--- src/rtl/nd_inv_pkg.sv ---
package nd_inv_pkg;

    typedef enum logic [2:0] {
        ST_IDLE,
        ST_RD1,
        ST_CAP1,
        ST_WR1,
        ST_RD2,
        ST_CAP2,
        ST_WR2,
        ST_DONE
    } step_e;

    typedef struct packed {
        logic req;   // memory access this cycle
        logic wr;    // access is a write
        logic take;  // read data is valid this cycle
        logic busy;  // run in progress
        logic fin;   // end-of-run pulse
    } ctl_t;

    function automatic ctl_t decode_step(step_e s);
        ctl_t c;
        c = '0;
        case (s)
            ST_RD1, ST_RD2:   c.req  = 1'b1;
            ST_WR1, ST_WR2: begin
                c.req = 1'b1;
                c.wr  = 1'b1;
            end
            ST_CAP1, ST_CAP2: c.take = 1'b1;
            ST_DONE:          c.fin  = 1'b1;
            default:          c      = '0;
        endcase
        c.busy = (s != ST_IDLE) && (s != ST_DONE);
        return c;
    endfunction

endpackage

--- src/rtl/nd_inv_addr.sv ---
module nd_inv_addr #(
    parameter int ADDR_W = 6
) (
    input  logic              clk,
    input  logic              rst,
    input  logic              load,
    input  logic              step,
    input  logic [ADDR_W-1:0] lo,
    input  logic [ADDR_W-1:0] hi,
    output logic [ADDR_W-1:0] addr,
    output logic              at_last
);
    always_ff @(posedge clk) begin
        if (rst) begin
            addr <= '0;
        end else if (load) begin
            addr <= lo;
        end else if (step) begin
            addr <= addr + 1'b1;
        end
    end

    assign at_last = (addr == hi);
endmodule

--- src/rtl/nd_inv_fsm.sv ---
module nd_inv_fsm
    import nd_inv_pkg::*;
(
    input  logic  clk,
    input  logic  rst,
    input  logic  start,
    input  logic  empty,
    input  logic  at_last,
    output step_e step,
    output ctl_t  ctl
);
    step_e nxt;

    always_comb begin
        nxt = step;
        case (step)
            ST_IDLE: if (start) nxt = empty ? ST_DONE : ST_RD1;
            ST_RD1:  nxt = ST_CAP1;
            ST_CAP1: nxt = ST_WR1;
            ST_WR1:  nxt = ST_RD2;
            ST_RD2:  nxt = ST_CAP2;
            ST_CAP2: nxt = ST_WR2;
            ST_WR2:  nxt = at_last ? ST_DONE : ST_RD1;
            ST_DONE: nxt = ST_IDLE;
            default: nxt = ST_IDLE;
        endcase
    end

    always_ff @(posedge clk) begin
        if (rst) step <= ST_IDLE;
        else     step <= nxt;
    end

    assign ctl = decode_step(step);
endmodule

--- src/rtl/nd_inv_dpath.sv ---
module nd_inv_dpath #(
    parameter int ADDR_W = 6,
    parameter int WORD_W = 12
) (
    input  logic              clk,
    input  logic              rst,
    input  logic              take,
    input  logic [ADDR_W-1:0] addr,
    input  logic [WORD_W-1:0] rdata,
    input  logic              corr,
    input  logic              uncorr,
    output logic [WORD_W-1:0] wdata,
    output logic              ev_valid,
    output logic              ev_uncorr,
    output logic [ADDR_W-1:0] ev_addr
);
    logic [WORD_W-1:0] held;

    always_ff @(posedge clk) begin
        if (rst) begin
            held      <= '0;
            ev_valid  <= 1'b0;
            ev_uncorr <= 1'b0;
            ev_addr   <= '0;
        end else begin
            ev_valid <= take && (corr || uncorr);
            if (take) begin
                held      <= rdata;
                ev_uncorr <= uncorr;
                ev_addr   <= addr;
            end
        end
    end

    assign wdata = ~held;
endmodule

--- src/rtl/nd_inv_bist.sv ---
module nd_inv_bist
    import nd_inv_pkg::*;
#(
    parameter int ADDR_W = 6,
    parameter int WORD_W = 12
) (
    input  logic              clk,
    input  logic              rst,
    input  logic              start,
    input  logic [ADDR_W-1:0] range_lo,
    input  logic [ADDR_W-1:0] range_hi,
    output logic              busy,
    output logic              done,
    output logic              mem_en,
    output logic              mem_we,
    output logic [ADDR_W-1:0] mem_addr,
    output logic [WORD_W-1:0] mem_wdata,
    input  logic [WORD_W-1:0] mem_rdata,
    input  logic              ecc_corr,
    input  logic              ecc_uncorr,
    output logic              err_valid,
    output logic              err_uncorr,
    output logic [ADDR_W-1:0] err_addr
);
    step_e step;
    ctl_t  ctl;
    logic  at_last;
    logic  accept;

    assign accept = start && (step == ST_IDLE);

    nd_inv_fsm u_fsm (
        .clk     (clk),
        .rst     (rst),
        .start   (start),
        .empty   (range_lo > range_hi),
        .at_last (at_last),
        .step    (step),
        .ctl     (ctl)
    );

    nd_inv_addr #(.ADDR_W(ADDR_W)) u_addr (
        .clk     (clk),
        .rst     (rst),
        .load    (accept),
        .step    ((step == ST_WR2) && !at_last),
        .lo      (range_lo),
        .hi      (range_hi),
        .addr    (mem_addr),
        .at_last (at_last)
    );

    nd_inv_dpath #(.ADDR_W(ADDR_W), .WORD_W(WORD_W)) u_dp (
        .clk       (clk),
        .rst       (rst),
        .take      (ctl.take),
        .addr      (mem_addr),
        .rdata     (mem_rdata),
        .corr      (ecc_corr),
        .uncorr    (ecc_uncorr),
        .wdata     (mem_wdata),
        .ev_valid  (err_valid),
        .ev_uncorr (err_uncorr),
        .ev_addr   (err_addr)
    );

    assign mem_en = ctl.req;
    assign mem_we = ctl.wr;
    assign busy   = ctl.busy;
    assign done   = ctl.fin;
endmodule

--- config.mk ---
export PLATFORM = sky130hd
export DESIGN_NAME = nd_inv_bist
export DESIGN_NICKNAME = d
export VERILOG_FILES = /design/src/rtl/nd_inv_pkg.sv /design/src/rtl/nd_inv_addr.sv /design/src/rtl/nd_inv_fsm.sv /design/src/rtl/nd_inv_dpath.sv /design/src/rtl/nd_inv_bist.sv
export SDC_FILE = /design/constraint.sdc
export NUM_CORES = 1
export LEC_CHECK = 0
export ABC_AREA = 0
export BUFFER_PORTS_ARGS = -buffer_cell sky130_fd_sc_hd__buf_4
export CAP_MARGIN = 10
export CORE_UTILIZATION = 43
export DETAILED_ROUTE_END_ITERATION = 7
export PLACE_DENSITY = 0.82
export SLEW_MARGIN = 20
export SYNTH_ARGS = -nofsm -noshare
export SYNTH_HDL_FRONTEND = slang
export SYNTH_SLANG_ARGS = --single-unit
export TNS_END_PERCENT = 100
--- constraint.sdc ---
create_clock -name clk -period 1.6 [get_ports clk]
set_clock_uncertainty 0.05 [all_clocks]
set_input_delay 0.08 -clock clk [delete_from_list [all_inputs] [get_ports clk]]
set_output_delay 0.08 -clock clk [all_outputs]
set_load 0.005 [all_outputs]
==> metrics.md, run 1 <==
| Metric | Value |
|---|---|
| Status | `complete, no violations` |
| WHS Path Cells | `3` |
| Fraction of layout cells with a size suffix above 1 | `36.3%` |
| Die width | `61.5 microns` |
| Final Max Slew Viols | `0` |
| Worst reg2reg endpoint | `u_addr.addr[4]` |
| CTS tree | `built` |
| Port Buffer Count | `58` |
| CP Max Fanout | `5` |
| Clock power frac | `25.7%` |
| Seq/Total Area, Yosys | `38.2%` |
| Worst r2r path cells | `6` |
| Gpl congestion | `0.727` |
| Vias in the first global route | `1408` |
| Die area | `3780 sq um` |
| Max-slew headroom | `70.6%` |
| Crit Reg-Reg Startpoint | `u_addr.addr[3]` |
| Design area | `2360 sq um` |
| Critical path class | `flip-flop to flip-flop` |
| Sw frac | `30.7%` |
| Drt first-iter violations | `43` |
| Cell taking the most area after synthesis | `dfxtp_1` |
| Pin count of the biggest net entering global routing | `28` |
| Seq pwr share | `36.7%` |
| ANT cells | `0` |
| RSZ-0062 raised after global routing | `true` |
| Non-filler instance count after layout | `305` |
| First-pass GRT wire length | `5.80 mm` |
| CTS HTree Levels | `2` |
| DRC viols | `0` |
| Yosys cell types | `34` |
| Grt ovf | `0` |
| Drt total wl | `3.77 mm` |
| Final Setup Violations | `0` |
| Final period util | `98.9%` |
| Syn Inst Count | `171` |
| Final worst slack | `17.0 ps` |
| Beginning of the critical path | `u_addr.addr[3]` |
| Worst min path class | `input port to flip-flop` |
| FMAX | `632 MHz` |
| CP endpoint | `u_addr.addr[4]` |
| Total track usage | `21.1%` |
| Top cell type's share of synthesized area | `38.2%` |
| Actual slew at the worst max-slew pin | `439 ps` |
| Syn_nets | `207` |
| Power Density | `1040 nW/um^2` |
| Routed vias | `1483` |
| Setup crit start kind | `flip-flop` |
| Combinational group share of total power | `37.6%` |
| Drt first pass iters | `4` |
| Net Sw Power | `0.751 mW` |
| P&R area growth vs syn | `55.3%` |
| Yosys warning count | `0` |
| Cell Area, Synth | `1520 sq um` |
| Drt wl/cell | `12.4 microns` |
| Placed Cells | `276` |
| CTS buffer count | `5` |
| P_int | `1.70 mW` |
| Reg2reg setup slack | `20 ps` |
| Mean Syn Cell Area | `8.90 sq um` |
| Standard-cell row count | `21` |
| Post-place setup slack | `-43.8 ps` |
| Die Height | `61.5 microns` |
| Post-DRT Antenna Nets | `0` |
| Multi-input gate area | `830 sq um` |
| Commonest cells after routing, fill and taps aside | `70 x buf_4, 30 x nor2_1, 24 x dfxtp_1` |
| Most common cell after layout, fill and taps aside | `buf_4` |
| Core area | `3360 sq um` |
| Initial antenna violation count | `0` |
| Max-cap viol count | `0` |
| Arr. time, crit path | `1780 ps` |
| Clock Latency Late Sink | `330 ps` |
| Initial core utilization | `45.2%` |
| Longest Clk Path Bufs | `2` |
| Final HPWL DP | `2.42 mm` |
| Root Buffer | `clkbuf_4` |
| Total clock sinks | `29` |
| CP Capture Type | `flip-flop` |
| Number of I/O pins | `59` |
| Top cells by area, synth | `dfxtp_1 38%, mux2i_1 13%, nor2_1 7.4%, ha_1 5.8%, inv_1 5.2%` |
| CTS clk-pin slew, worst paths | `90 ps` |
| Placement-stage cell area | `2050 sq um` |
| FF/Latch Area | `587 sq um` |
| Fill cell count | `280` |
| Req. time, crit path | `1790 ps` |
| Leakage power | `1.06 nW` |
| VDD IR max | `0.000635 V` |
| Yosys reg bits | `29` |
| Final #Nets | `294` |
| Final Hold Vio Count | `0` |
| Final min period | `1580 ps` |
| Vias per inst | `4.86` |
-- metrics by stage --
step	TNS, ps	utilization, %	hold WS, ps	power (mW)
floorplan	0	-	177	1.39
global placement	-7.52	60.9	261	1.73
detailed placement	-52.8	60.9	273	1.75
CTS	0	69.0	21.5	2.42
global route	-147	70.3	43.8	2.61
finish	0	70.3	28.4	2.45
-- state kept, by name (all words and copies together), names as in the netlist --
| signal | flops |
|---|---|
| u_dp.ev_uncorr | 1 |
| u_fsm.step | 3 |
| u_dp.ev_addr | 6 |
| u_dp.ev_valid | 1 |
| u_dp.held | 12 |
| u_addr.addr | 6 |
-- cell usage after synthesis (all sizes together) --
master	count
a211oi	7
a31oi	1
and2	1
dfxtp	29
o21bai	1
inv	21
xor2	7
ha	7
a31o	1
nor3	2
nand2b	1
a311oi	1
a21oi	5
nor4	1
o211ai	1
nor2b	3
nand2	6
nor3b	1
and3	2
buf	5
nand3	3
mux2i	20
o21ai	2
a21o	3
nor2	30
nand4	2
xnor2	4
clkbuf	4
-- worst min path at each step --
stage,to,slack (ps),start
finish,u_addr.addr[1],30,range_lo[1]
global placement,u_dp.held[3],260,mem_rdata[3]
floorplan,u_dp.held[0],180,mem_rdata[0]
CTS,u_addr.addr[1],20,range_lo[1]
detailed placement,u_dp.held[6],270,mem_rdata[6]
global route,u_addr.addr[1],40,range_lo[1]
-- cell families (layout without fill, tap and decap cells) --
kind of cell | Yosys count | count (layout) | synth area share (%)
flops | 29 | 29 | 38.2
xor+xnor | 11 | 11 | 6.33
fa+ha+maj | 7 | 7 | 5.76
buf+inv | 30 | 118 | 9.70
compound gates | 22 | 22 | 10.8
mux | 20 | 20 | 13.2
simple gates | 52 | 52 | 16.1
-- cell type report --
type	count	share of cell area, %
multi-input combinational	112	35.1
timing repair buffer	89	30.7
sequential	29	24.8
inverter	21	3.34
tap	46	2.44
clock buffer	7	2.33
clock inverter	1	1.27
-- power by group through the flow --
stage / clock [mW] / combinational (mW) / sequential (mW)
after CTS: 0.639 / 0.884 / 0.892
after floorplan: 0 / 0.483 / 0.909
after detailed placement: 0 / 0.842 / 0.908
final: 0.630 / 0.920 / 0.899
after global placement: 0 / 0.825 / 0.904
after global routing: 0.687 / 1.01 / 0.912
-- what timing repair did --
| action | in CTS | in global routing |
|---|---|---|
| endpoints found under the hold margin | 17 | 0 |
| buffers inserted | 1 | 2 |
| hold buffers | 18 | 0 |
| gates cloned | 0 | 0 |
| setup endpoints to repair | 3 | 27 |
| pin swaps | 1 | 8 |
| resized for setup | 0 | 8 |
-- layer usage --
| metal | routed length, microns | global-route usage [%] | vias to the layer above |
|---|---|---|---|
| li1 | - | - | 739 |
| met1 | 1680 | 22.1 | 688 |
| met2 | 1820 | 39.0 | 52 |
| met3 | 244 | 7.98 | 4 |
| met4 | 26 | 5.71 | 0 |
| met5 | 0 | 0 | - |
-- worst max-delay path, cell delays in order (launching register included) --
cell      delay [ps]
dfxtp_2          340
xor2_2           150
nor4_4           260
buf_4            180
a21oi_2           80
a31o_1           200
a311oi_2         230
No activity file was read; power rests on OpenSTA's default activity.
==> inputs of run 2 (changes only) <==
- CELL_PAD_IN_SITES_DETAIL_PLACEMENT: not set -> 0
- CELL_PAD_IN_SITES_GLOBAL_PLACEMENT: not set -> 1
- CORE_UTILIZATION: 43 -> 31
- PLACE_DENSITY: 0.82 -> 0.81
- SYNTH_HIERARCHICAL: not set -> 1
==> metrics.md, run 2 <==
| Metric | Value |
|---|---|
| Status | `finished, violations left (was complete, no violations)` |
| Failing checks | `DRC, hold timing, setup timing` |
| Yosys reg bits | `29 (unchanged)` |
| CTS buffer count | `5 (unchanged)` |
| Design area | `2360 sq um (about the same)` |
| Cell Area, Synth | `1490 sq um (was 1520 sq um)` |
| Cell with the most instances after synthesis | `nor2_1 (unchanged)` |
| Standard-cell row count | `24 (was 21)` |
| CTS clk-pin slew, worst paths | `60 ps (was 90 ps)` |
| Critical path's top delay family | `simple AND/OR/NAND/NOR gates (was compound AO/OA/AOI/OAI gates)` |
| Yosys cell types | `33 (was 34)` |
| FF/Latch Area | `593 sq um (was 587 sq um)` |
| Max-cap viol count | `0 (unchanged)` |
| Longest Clk Path Bufs | `2 (unchanged)` |
| Syn_nets | `203 (was 207)` |
| Max-slew headroom | `74.3% (was 70.6%)` |
| Die area | `5100 sq um (was 3780 sq um)` |
| Top Registers | `u_dp/held (12), u_addr/addr (6), u_dp/ev_addr (6) (was u_dp.held (12), u_addr.addr (6), u_dp.ev_addr (6))` |
| CP Max Fanout | `3 (was 5)` |
| Final Max Slew Viols | `0 (unchanged)` |
| Initial antenna violation count | `0 (unchanged)` |
| Drt first-iter violations | `69 (was 43)` |
| Multi-input gate area | `820 sq um (was 830 sq um)` |
| Drt total wl | `3.57 mm (was 3.77 mm)` |
| Top cell type's share of synthesized area | `38.9% (was 38.2%)` |
| CP Capture Type | `flip-flop (unchanged)` |
| Placement-stage cell area | `2120 sq um (was 2050 sq um)` |
| Final Util | `52.4% (was 70.3%)` |
| Worst path cell trace | `xnor2_1, nand4_1, nor3_2, nor4bb_4, nand3_1, or3_1, a311oi_1 (was xor2_2, nor4_4, buf_4, a21oi_2, a31o_1, a311oi_2)` |
| CTS HTree Levels | `2 (unchanged)` |
| Final HPWL DP | `2.56 mm (was 2.42 mm)` |
| Grt ovf | `0 (unchanged)` |
| Mean Syn Cell Area | `8.94 sq um (was 8.90 sq um)` |
| PnR Total Power | `2.47 mW (was 2.45 mW)` |
| Seq/Total Area, Yosys | `38.9% (was 38.2%)` |
| Max reg flops | `12 (unchanged)` |
| Vias per inst | `4.62 (was 4.86)` |
| Die width | `71.4 microns (was 61.5 microns)` |
| Req. time, crit path | `1730 ps (was 1790 ps)` |
| Smallest hold slack | `-0.0418 ps (was 28.4 ps)` |
| Fill cell count | `429 (was 280)` |
| Final Hold Vio Count | `1 (was 0)` |
| Synth top cells by count | `30 x nor2_1, 29 x dfxtp_1, 21 x mux2i_1, 20 x inv_1 (was 30 x nor2_1, 29 x dfxtp_1, 21 x inv_1, 20 x mux2i_1)` |
| ANT cells | `0 (unchanged)` |
| Pin count of the biggest net entering global routing | `28 (unchanged)` |
| Fraction of layout cells with a size suffix above 1 | `38.4% (was 36.3%)` |
| Cell taking the most area after synthesis | `dfxtp_1 (unchanged)` |
| Die Height | `71.4 microns (was 61.5 microns)` |
| Top cells by area, synth | `dfxtp_1 39%, mux2i_1 14%, nor2_1 7.5%, ha_1 5.9%, inv_1 5.0% (was dfxtp_1 38%, mux2i_1 13%, nor2_1 7.4%, ha_1 5.8%, inv_1 5.2%)` |
| Most common cell after layout, fill and taps aside | `buf_4 (unchanged)` |
| Arr. time, crit path | `1900 ps (was 1780 ps)` |
| Placed Cells | `288 (was 276)` |
| Number of buffers and inverters on the critical path | `0 (was 1)` |
| Non-filler instance count after layout | `307 (was 305)` |
| Final period util | `111% (was 98.9%)` |
| Drt wl/cell | `11.6 microns (was 12.4 microns)` |
| Setup crit start kind | `flip-flop (unchanged)` |
| Drt first pass iters | `6 (was 4)` |
| Slowest stage cell, crit path | `dfxtp_4 (was dfxtp_2)` |
| Leakage power | `1.07 nW (was 1.06 nW)` |
| VDD IR max | `0.000483 V (was 0.000635 V)` |
| Power Density | `1050 nW/um^2 (was 1040 nW/um^2)` |
| DRC viols | `3 (was 0)` |
| First-pass GRT wire length | `5.95 mm (was 5.80 mm)` |
| Yosys warning count | `6 (was 0)` |
| Final min period | `1770 ps (was 1580 ps)` |
| P&R area growth vs syn | `58.1% (was 55.3%)` |
| Reg2reg setup slack | `-170 ps (was 20 ps)` |
| Vias in the first global route | `1304 (was 1408)` |
| Setup TNS | `-618 ps (was 0 ps)` |
| Top reg by flops | `u_dp/held (was u_dp.held)` |
| Final Setup Violations | `6 (was 0)` |
| Commonest cells after routing, fill and taps aside | `76 x buf_4, 30 x nor2_1, 23 x dfxtp_1 (was 70 x buf_4, 30 x nor2_1, 24 x dfxtp_1)` |
| Total track usage | `14.9% (was 21.1%)` |
| Syn Inst Count | `167 (was 171)` |
| Number of I/O pins | `59 (unchanged)` |
| Actual slew at the worst max-slew pin | `380 ps (was 439 ps)` |
| Gpl congestion | `0.710 (was 0.727)` |
| Post-synthesis async set-or-reset flop share | `0% (unchanged)` |
| Initial core utilization | `33.1% (was 45.2%)` |
| Root Buffer | `clkbuf_8 (was clkbuf_4)` |
| RSZ-0062 raised after global routing | `true (unchanged)` |
| CP peak stage delay | `340 ps (about the same)` |
| Final worst slack | `-173 ps (was 17.0 ps)` |
| Core area | `4500 sq um (was 3360 sq um)` |
| CTS tree | `built (unchanged)` |
| Number of enable flip-flop cells after synthesis | `0 (unchanged)` |
| FMAX | `564 MHz (was 632 MHz)` |
| Routed vias | `1417 (was 1483)` |
| Total clock sinks | `29 (unchanged)` |
| Critical path class | `flip-flop to flip-flop (unchanged)` |
| Port Buffer Count | `58 (unchanged)` |
| Clock Latency Late Sink | `270 ps (was 330 ps)` |
| Prevailing post-synth register cell | `dfxtp_1 (unchanged)` |
| Worst min path class | `input port to flip-flop (unchanged)` |
| Final #Nets | `290 (was 294)` |
| Post-DRT Antenna Nets | `0 (unchanged)` |
==> run 2: changes by cell type in the layout (fill, tap and decap cells not counted), moves of 2 or more <==
cell	previous run	this run
dlygate4sd3_1	18	10
buf_4	70	76
clkbuf_4	5	0
clkbuf_8	1	6
nand2_1	6	2
a211oi_1	4	2
a211oi_2	3	1
dfxtp_4	0	2
o21ai_0	1	3
==> run 2: cells by family (layout without fill, tap and decap cells) <==
| kind of cell | Yosys count | after routing | synth area share [%] |
|---|---|---|---|
| muxes | 22 | 22 | 14.8 |
| and+or+nand+nor | 54 | 54 | 17.4 |
| AOI/OAI and AO/OA | 17 | 17 | 7.54 |
| buffers and inverters | 27 | 115 | 9.05 |
| adders and majority gates | 7 | 7 | 5.87 |
| xor gates and xnor gates | 11 | 11 | 6.45 |
| DFF | 29 | 29 | 38.9 |
==> run 2: where the power goes <==
group | leakage (nW) | switching, mW | internal, mW | total (mW)
logic | 0.777 | 0.351 | 0.463 | 0.815
registers | 0.239 | 0.0623 | 0.818 | 0.880
clock network | 0.0585 | 0.273 | 0.507 | 0.780
==> run 2: repair_timing <==
item / CTS / global route
hold endpoints to repair: 10 / 0
setup endpoints to repair: 5 / 24
pin swaps: 6 / 0
gates resized for setup: 1 / 4
hold buffers: 10 / 0
cloned: 0 / 0
setup buffers: 1 / 0
==> run 2: final timing paths <==
| path | from | to | cells after the start |
|---|---|---|---|
| hold reg to reg | u_dp/held[0] | u_dp/held[0] | 2 |
| setup reg to reg | u_addr/addr[0] | u_addr/addr[5] | 7 |
| hold / removal | mem_rdata[11] | u_dp/held[11] | 3 |
| setup / recovery | u_addr/addr[0] | u_addr/addr[5] | 7 |
==> run 2: metrics by stage <==
stage	setup WS (ps)	hold WS, ps
final	-173	-0.0418
after global routing	-289	13.0
after CTS	-156	1.74
after detailed placement	-209	280
after global placement	-164	263
after floorplan	-210	92.7
==> run 2: cell type report <==
class | instances | share of cell area [%]
inverters | 20 | 3.18
well taps | 52 | 2.76
clock buffers | 7 | 3.66
multi-input cells | 111 | 34.7
clock inverters | 1 | 1.27
repair buffers | 87 | 29.3
flip-flops and latches | 29 | 25.1
==> run 2: routing by layer <==
metal  share of wire (%)  global-route usage [%]  vias up
li1                    -                       -      725
met4                0.64                    4.00        0
met2                  47                    23.7       40
met1                  47                    20.0      648
met3                 5.9                    3.66        4
met5                   0                       0        -
==> run 2: worst min-delay path, cell delays in order <==
cell     delay, ps
buf_4           70
mux2i_1         50
nor2_1          80
==> inputs of run 3 (changes only) <==
--- a/config.mk
+++ b/config.mk
@@ -12,5 +12,5 @@
 export CELL_PAD_IN_SITES_GLOBAL_PLACEMENT = 1
-export CORE_UTILIZATION = 31
+export CORE_UTILIZATION = 34
 export DETAILED_ROUTE_END_ITERATION = 7
-export PLACE_DENSITY = 0.81
+export PLACE_DENSITY = 0.85
 export SLEW_MARGIN = 20
==> constraint.sdc (replaced) <==
create_clock -name clk -period 1.9 [get_ports clk]
set_clock_uncertainty 0.05 [all_clocks]
set_input_delay 0.38 -clock clk [delete_from_list [all_inputs] [get_ports clk]]
set_output_delay 0.38 -clock clk [all_outputs]
set_load 0.005 [all_outputs]
==> metrics.md, run 3 (synthesis results as in run 2) <==
| Metric | Value |
|---|---|
| Status | `complete, no violations (was finished, violations left)` |
| Req. time, crit path | `2010 ps (was 1730 ps)` |
| Fill cell count | `414 (was 429)` |
| CTS HTree Levels | `2 (unchanged)` |
| Max-slew headroom | `72.0% (was 74.3%)` |
| Vias per inst | `4.65 (was 4.62)` |
| Clock Latency Late Sink | `280 ps (was 270 ps)` |
| Die Height | `68.3 microns (was 71.4 microns)` |
| Total track usage | `15.0% (was 14.9%)` |
| Max-cap viol count | `0 (unchanged)` |
| Final #Nets | `275 (was 290)` |
| Final period util | `92.9% (was 111%)` |
| Worst min path class | `input port to flip-flop (unchanged)` |
| Gpl congestion | `0.765 (was 0.710)` |
| Arr. time, crit path | `1870 ps (was 1900 ps)` |
| VDD IR max | `0.000537 V (was 0.000483 V)` |
| Top reg by flops | `u_dp/held (unchanged)` |
| CTS buffer count | `5 (unchanged)` |
| Core area | `4120 sq um (was 4500 sq um)` |
| Post_cts resized | `0 (was 1)` |
| Final Max Slew Viols | `0 (unchanged)` |
| CP Capture Type | `flip-flop (unchanged)` |
| First-pass GRT wire length | `5.11 mm (was 5.95 mm)` |
| CTS tree | `built (unchanged)` |
| FMAX | `566 MHz (was 564 MHz)` |
| Post-DRT Antenna Nets | `0 (unchanged)` |
| Die area | `4660 sq um (was 5100 sq um)` |
| Final HPWL DP | `2.48 mm (was 2.56 mm)` |
| Critical path class | `flip-flop to flip-flop (unchanged)` |
| Drt total wl | `3.24 mm (was 3.57 mm)` |
| Commonest cells after routing, fill and taps aside | `71 x buf_4, 30 x nor2_1, 24 x dfxtp_1 (was 76 x buf_4, 30 x nor2_1, 23 x dfxtp_1)` |
| Worst r2r path cells | `8 (was 7)` |
| DRC viols | `0 (was 3)` |
| RSZ-0062 raised after global routing | `true (unchanged)` |
| Setup crit start kind | `flip-flop (unchanged)` |
| WHS Path Cells | `3 (unchanged)` |
| Setup Fix Bufs, Post-CTS | `0 (was 1)` |
| Fraction of layout cells with a size suffix above 1 | `37.9% (was 38.4%)` |
| Vias in the first global route | `1184 (was 1304)` |
| Routed vias | `1348 (was 1417)` |
| Total clock sinks | `29 (unchanged)` |
| Most common cell after layout, fill and taps aside | `buf_4 (unchanged)` |
| Initial antenna violation count | `0 (unchanged)` |
| Root Buffer | `clkbuf_8 (unchanged)` |
| Number of I/O pins | `59 (unchanged)` |
| Final min period | `1770 ps (about the same)` |
| Drt first-iter violations | `43 (was 69)` |
| Grt ovf | `0 (unchanged)` |
| Initial core utilization | `36.3% (was 33.1%)` |
| Final Hold Vio Count | `0 (was 1)` |
| Port Buffer Count | `58 (unchanged)` |
| Standard-cell row count | `23 (was 24)` |
| PnR Total Power | `1.93 mW (was 2.47 mW)` |
| Cts hold-fix bufs | `0 (was 10)` |
| Power Density | `884 nW/um^2 (was 1050 nW/um^2)` |
| CTS clk-pin slew, worst paths | `60 ps (about the same)` |
| Actual slew at the worst max-slew pin | `420 ps (was 380 ps)` |
| ANT cells | `0 (unchanged)` |
| Longest Clk Path Bufs | `2 (unchanged)` |
| Pin count of the biggest net entering global routing | `28 (unchanged)` |
| CP Max Fanout | `3 (unchanged)` |
| Top Registers | `u_dp/held (12), u_addr/addr (6), u_dp/ev_addr (6) (unchanged)` |
| Drt first pass iters | `4 (was 6)` |
| Drt wl/cell | `11.2 microns (was 11.6 microns)` |
| Final Util | `53.1% (was 52.4%)` |
| P&R area growth vs syn | `46.5% (was 58.1%)` |
| Leakage power | `1.00 nW (was 1.07 nW)` |
| Final Setup Violations | `0 (was 6)` |
| Die width | `68.3 microns (was 71.4 microns)` |
| Max reg flops | `12 (unchanged)` |
==> run 3: per-layer routing <==
metal,routed length [microns],part of all wire (%),vias up,global-route usage [%]
li1,-,-,697,-
met1,1530,47,617,18.5
met2,1510,47,32,24.1
met3,180,5.6,2,4.50
met4,13,0.40,0,6.25
met5,0,0,-,0
==> run 3: worst paths after layout <==
check	startpoint	slack (ps)	end
max	u_addr/addr[1]	130	u_addr/addr[1]
min reg2reg	u_dp/ev_addr[4]	440	u_dp/ev_addr[4]
min	mem_rdata[3]	290	u_dp/held[3]
max reg2reg	u_addr/addr[1]	130	u_addr/addr[1]
==> run 3: stage by stage <==
step           hold slack (ps)  std cells  setup slack, ps  area (sq um)  TNS (ps)
6_report                   291        290              134          2190         0
5_1_grt                    292        290            -16.1          2190     -16.1
4_1_cts                    282        290             97.7          2180         0
3_5_place_dp               431        282            -78.8          2080      -200
3_3_place_gp               423        282            -24.1          2080     -44.0
2_1_floorplan              395        167             61.7          1520         0
==> run 3: worst max-delay path, cell delays in order, from the launching register on <==
cell and delay [ps]:
dfxtp_2 320, xnor2_1 120, nand4_1 110, nor3_2 70, nor4bb_4 310, buf_4 170, mux2_2 320, mux2i_1 120
nor2_1 50
==> run 3: layout make-up <==
type                       instances  area (sq um)  area share, %
clock inverter                     1          5.00          0.229
sequential                        29           587           26.8
timing repair buffer              72           553           25.3
tap                               50          62.6           2.86
inverter                          20          75.1           3.43
multi-input combinational        111           808           37.0
clock buffer                       7          96.3           4.41
==> run 3: power by group <==
group	internal (mW)	switching, mW
registers	0.687	0.0530
logic	0.363	0.282
clock network	0.327	0.221
total	1.38	0.556
